===== config.mk =====
export PLATFORM = sky130hd
export DESIGN_NAME = int_alu
export DESIGN_NICKNAME = d
export VERILOG_FILES = /design/src/rtl/int_alu_pkg.sv /design/src/rtl/alu_addsub.sv /design/src/rtl/alu_cmp.sv /design/src/rtl/alu_shift.sv /design/src/rtl/int_alu.sv
export SDC_FILE = /design/constraint.sdc
export NUM_CORES = 1
export LEC_CHECK = 0
export BUFFER_PORTS_ARGS = -buffer_cell sky130_fd_sc_hd__buf_2
export CAP_MARGIN = 0
export CORE_MARGIN = 4
export CORE_UTILIZATION = 55
export CTS_CLUSTER_DIAMETER = 40
export CTS_CLUSTER_SIZE = 14
export DETAILED_ROUTE_END_ITERATION = 7
export PLACE_DENSITY = 0.78
export SLEW_MARGIN = 20
export SYNTH_ARGS = -nofsm -noshare
export SYNTH_HDL_FRONTEND = slang
export SYNTH_SLANG_ARGS = --single-unit

===== constraint.sdc =====
create_clock -name clk -period 3.25 [get_ports clk]
set_input_delay 0.1625 -clock clk [delete_from_list [all_inputs] [get_ports clk]]
set_output_delay 0.1625 -clock clk [all_outputs]
set_load 0.02 [all_outputs]

===== src/rtl/int_alu_pkg.sv =====
package int_alu_pkg;
  localparam int OP_W = 3;
  typedef enum logic [OP_W-1:0] {
    OP_ADD_CHK = 3'd0,
    OP_SUB_CHK = 3'd1,
    OP_ADD_WRP = 3'd2,
    OP_SUB_WRP = 3'd3,
    OP_LT_SGN  = 3'd4,
    OP_LT_UNS  = 3'd5,
    OP_SHL     = 3'd6,
    OP_SHR     = 3'd7
  } alu_op_e;
endpackage


===== src/rtl/alu_addsub.sv =====
module alu_addsub #(
  parameter int W = 32
) (
  input  logic [W-1:0] a,
  input  logic [W-1:0] b,
  input  logic         sub,
  input  logic         chk,
  output logic [W-1:0] sum,
  output logic         ovf
);
  logic [W-1:0] b_eff;
  logic         c_out;

  always_comb begin
    b_eff        = sub ? ~b : b;
    {c_out, sum} = {1'b0, a} + {1'b0, b_eff} + {{W{1'b0}}, sub};
    // same-sign inputs whose sum flips sign
    ovf = chk & (a[W-1] == b_eff[W-1]) & (sum[W-1] != a[W-1]);
  end
endmodule


===== src/rtl/alu_cmp.sv =====
module alu_cmp #(
  parameter int W = 32
) (
  input  logic [W-1:0] a,
  input  logic [W-1:0] b,
  output logic         lt_s,
  output logic         lt_u,
  output logic         eq
);
  logic [W-1:0] diff;
  logic         borrow;

  always_comb begin
    {borrow, diff} = {1'b0, a} - {1'b0, b};
    lt_u = borrow;
    // differing signs: the negative one is smaller; else magnitude decides
    lt_s = (a[W-1] ^ b[W-1]) ? a[W-1] : borrow;
    eq   = (diff == '0);
  end
endmodule


===== src/rtl/alu_shift.sv =====
module alu_shift #(
  parameter int W   = 32,
  parameter int SHW = $clog2(W)
) (
  input  logic [W-1:0]   din,
  input  logic [SHW-1:0] amt,
  output logic [W-1:0]   shl,
  output logic [W-1:0]   shr
);
  logic [W-1:0] lstage [SHW+1];
  logic [W-1:0] rstage [SHW+1];

  assign lstage[0] = din;
  assign rstage[0] = din;

  for (genvar s = 0; s < SHW; s++) begin : g_stage
    localparam int D = 1 << s;
    assign lstage[s+1] = amt[s] ? {lstage[s][W-1-D:0], {D{1'b0}}} : lstage[s];
    assign rstage[s+1] = amt[s] ? {{D{1'b0}}, rstage[s][W-1:D]}   : rstage[s];
  end

  assign shl = lstage[SHW];
  assign shr = rstage[SHW];

  logic [W-1:0] low_mask;
  always_comb begin
    low_mask = (W'(1) << amt) - W'(1);

    shl_zero_fill_chk: assert ((shl & low_mask) == '0);

    shr_zero_fill_chk: assert ((shr & ~(low_mask << (W - 32'(amt)))) == shr || amt == '0);
  end
endmodule


===== src/rtl/int_alu.sv =====
module int_alu
  import int_alu_pkg::*;
#(
  parameter int W   = 32,
  parameter int SHW = $clog2(W)
) (
  input  logic           clk,
  input  logic           rst,
  input  logic [OP_W-1:0] op_sel,
  input  logic [W-1:0]   opnd_a,
  input  logic [W-1:0]   opnd_b,
  input  logic [SHW-1:0] shamt,
  output logic [W-1:0]   result,
  output logic           ovf,
  output logic           equal
);
  alu_op_e      op;
  logic         is_sub, is_chk;
  logic [W-1:0] sum, shl_v, shr_v;
  logic         ovf_c, lt_s, lt_u, eq_c;
  logic [W-1:0] res_c;

  assign op     = alu_op_e'(op_sel);
  assign is_sub = (op == OP_SUB_CHK) || (op == OP_SUB_WRP);
  assign is_chk = (op == OP_ADD_CHK) || (op == OP_SUB_CHK);

  alu_addsub #(.W(W)) u_addsub (
    .a(opnd_a), .b(opnd_b), .sub(is_sub), .chk(is_chk), .sum(sum), .ovf(ovf_c)
  );

  alu_cmp #(.W(W)) u_cmp (
    .a(opnd_a), .b(opnd_b), .lt_s(lt_s), .lt_u(lt_u), .eq(eq_c)
  );

  alu_shift #(.W(W), .SHW(SHW)) u_shift (
    .din(opnd_a), .amt(shamt), .shl(shl_v), .shr(shr_v)
  );

  always_comb begin
    unique case (op)
      OP_ADD_CHK, OP_SUB_CHK,
      OP_ADD_WRP, OP_SUB_WRP: res_c = sum;
      OP_LT_SGN:              res_c = {{(W-1){1'b0}}, lt_s};
      OP_LT_UNS:              res_c = {{(W-1){1'b0}}, lt_u};
      OP_SHL:                 res_c = shl_v;
      OP_SHR:                 res_c = shr_v;
      default:                res_c = '0;
    endcase
  end

  logic live_q;
  always_ff @(posedge clk) begin
    if (rst) begin
      result <= '0;
      ovf    <= 1'b0;
      equal  <= 1'b0;
      live_q <= 1'b0;
    end else begin
      result <= res_c;
      ovf    <= ovf_c;
      equal  <= eq_c;
      live_q <= 1'b1;
    end
  end


  ovf_only_chk_ops: assert property (@(posedge clk) disable iff (rst || !live_q)
    ovf |-> ($past(op_sel) == OP_ADD_CHK || $past(op_sel) == OP_SUB_CHK));


  wrap_no_ovf_chk: assert property (@(posedge clk) disable iff (rst || !live_q)
    ($past(op_sel) == OP_ADD_WRP || $past(op_sel) == OP_SUB_WRP) |-> !ovf);


  lt_upper_zero_chk: assert property (@(posedge clk) disable iff (rst || !live_q)
    ($past(op_sel) == OP_LT_SGN || $past(op_sel) == OP_LT_UNS) |-> (result[W-1:1] == '0));


  equal_track_chk: assert property (@(posedge clk) disable iff (rst || !live_q)
    equal == ($past(opnd_a) == $past(opnd_b)));
endmodule


==> metrics.txt <==
Avg WL per Cell=between 20 and 25 um; Worst VDD drop=0.0001827 V; CTS max path bufs=2; n_diodes=0; leading register cell type out of synthesis=dfxtp_1; worst-path cell chain=buf_2, inv_2, nand2_2, buf_12, xnor2_1, ha_1, a21o_1, a21oi_1, a21boi_0, a211oi_1, a21oi_1, or2_1, a31o_2, mux2i_1, a2111oi_0; full die area=17110 um^2; PD cells=312.0 nW/um^2; CP Capture Type=register; GRT Util Overall=0.3573; Seq. cell area=between 600 and 700 um^2; I/O Pins=108; Core Area=14640 um^2; I/O Buffers=107; Yosys cell types=84; period utilisation layout=0.9367; Worst Hold Class=input port to register; Setup crit start kind=input port; fill count=1391; Layout Nets=1380; crit path from=op_sel[2]; min-delay src=op_sel[1]; CP bufs+invs=3; grt total ovfl=0; average size of a mapped cell=7.322 um^2; Residual DRC=0; sequential-to-total area share from yosys stat=0.08205; hpwl dp=24.62 mm; Clock Sinks=34; final instance area=between 9000 and 10000 um^2; Post-synth EDFFs=0; critical path type=input port to register; top-area cell type share of the netlist area=0.09804; Die H=approximately 130 um; top cells by area, synth=ha_1 9.8%, mux4_2 9.0%, mux2i_1 8.7%; Arr. time, crit path=3.21 ns; first-pass GRT wire length=47.69 mm; placer congestion estimate=1.030; DRT iter0 DRCs=between 1000 and 1500; status=finished, final reports clean; Pleak=4.178 nW; Inserted Clock Buffers=5; Tightest Pin Transition=0.7927 ns; post-synthesis async set-or-reset flop share=0; setup TNS=0 ns; Cell Area, Placed=9254 um^2; setup violators final=0; cell family with most CP delay=compound AO/OA/AOI/OAI gates; largest area contributor in the netlist=ha_1; Layout area overhead=13.70%; Starting Density=0.5665; max-slew violations=0; Rows=44; most frequent cells in the layout=126 x nor2_1, 107 x buf_2, 98 x a21oi_1, 91 x nand2_1, 72 x mux2i_1; #FFs+latches synth=34; post-synthesis cell count=~1100; area occupied by multi-input gates=7121 um^2; clock slew at reported path FFs=~0.07 ns; CP peak stage delay=0.41 ns; post-route ant nets=0; Tmin final=3.044 ns; CTS root buffer=clkbuf_16; DIE WIDTH=130.8 um; Synth warnings=0; initial antenna violation count=0; drt pass-1 iters=8; Design Power=2.942 mW; Fin. Hold Viols=0; final wirelength=31.26 mm; slowest CP cell=a2111oi_0; H-tree levels=2; Critical Path Fanout Max=15; TritonCTS clock tree=yes; synthesized area=8295 um^2; Max Clk Rate=328.5 MHz; syn_nets=1274; total number of vias=roughly 9600; RSZ-0062 raised after global routing=no; largest net degree at the start of global routing=55; fraction of layout cells with a size suffix above 1=0.2050; Max Cap Viol=0; CP most frequent cell=a21oi_1; Worst EP required=3.42 ns; Slew HR=0.4659; commonest non-fill, non-tap cell in the layout=nor2_1; Via density=6.730; Setup Buffers After CTS=0; number of global-route vias before repair=~8800
==> timing repair <==
item / 4_1_cts / 5_1_grt
gates resized for setup: 0 / 5
setup endpoints to repair: 0 / 1
hold buffers: 0 / 0
==> path summary, 6_finish.rpt <==
check | cells past startpoint | endpoint | slack (ns)
setup / recovery | 15 | result[25]$_SDFF_PP0_ | 0.21
hold / removal | 4 | ovf$_SDFF_PP0_ | 0.28
==> state kept, by name, summed over array words and instances (netlist names) <==
| name | count |
|---|---|
| result | 32 |
| equal | 1 |
| ovf | 1 |
==> Yosys cell counts, drive strengths merged (7+ instances only) <==
cell     instances
and3             9
o31ai            8
or2             10
nor3            32
ha              65
o22ai           18
nor2b            8
clkbuf          42
a31oi           12
nand3           18
nor2           127
o221ai          11
buf             27
o21ai           75
mux2i           72
xnor2           54
dfxtp           34
mux2            13
o211ai          15
mux4            33
a211oi          28
o21bai          11
o21a             8
a2111oi          9
nand4           10
a21oi          100
nand2b          19
nand2           92
and2             7
xor2            12
a21o            23
a221oi           9
inv             60
==> metrics by stage <==
| step | worst slack [ns] | util | instances | hold slack [ns] |
|---|---|---|---|---|
| finish | 0.2056 | 0.6441 | 1423 | 0.2771 |
| global route | 0.02918 | 0.6441 | 1423 | 0.3075 |
| detailed placement | 0.04827 | 0.6319 | 1415 | 0.5686 |
| CTS | 0.3236 | 0.6411 | 1422 | 0.2745 |
| global placement | 0.1513 | 0.6319 | 1415 | 0.5705 |
| floorplan | 0.1242 | - | 1133 | 0.3459 |
==> tightest hold or removal path: stages <==
cell and delay (ns):
buf_2 0.17, nor3_1 0.08, nand2_1 0.06, mux2i_1 0.05
==> routing by layer <==
| metal | track usage | vias to the layer above | routed length (um) |
|---|---|---|---|
| li1 | - | 4434 | - |
| met1 | 0.4848 | 4473 | 12780 |
| met2 | 0.5707 | 555 | 14160 |
| met3 | 0.03780 | 115 | 2665 |
| met4 | 0.1658 | 0 | 1658 |
| met5 | 0 | - | 0 |
==> cells by family (layout without fill, tap and decap cells) <==
| family | count (synthesis) | in the layout | share of synthesized area |
|---|---|---|---|
| xor gates and xnor gates | 66 | 66 | 0.06968 |
| and+or+nand+nor | 353 | 353 | 0.1982 |
| muxes | 118 | 118 | 0.1941 |
| buffers and inverters | 130 | 236 | 0.06199 |
| DFF | 34 | 34 | 0.08205 |
| AOI/OAI and AO/OA | 365 | 365 | 0.2911 |
| adders and majority gates | 67 | 67 | 0.1029 |
==> where the power goes <==
part	switching, mW	leakage [nW]	internal (mW)
combinational	1.19	3.83	0.785
clock	0.221	0.0694	0.278
sequential	0.00885	0.281	0.460
total	1.42	4.18	1.52
==> area by class of cell <==
class	count	share of cell area
Timing Repair Buffer	168	0.1098
Inverter	61	0.02428
Tap cell	184	0.02441
Clock buffer	5	0.01327
Multi-Input combinational cell	969	0.7550
Sequential cell	34	0.07217
Clock inverter	2	0.001061
Note: power is estimated with default switching activity, not from simulation.
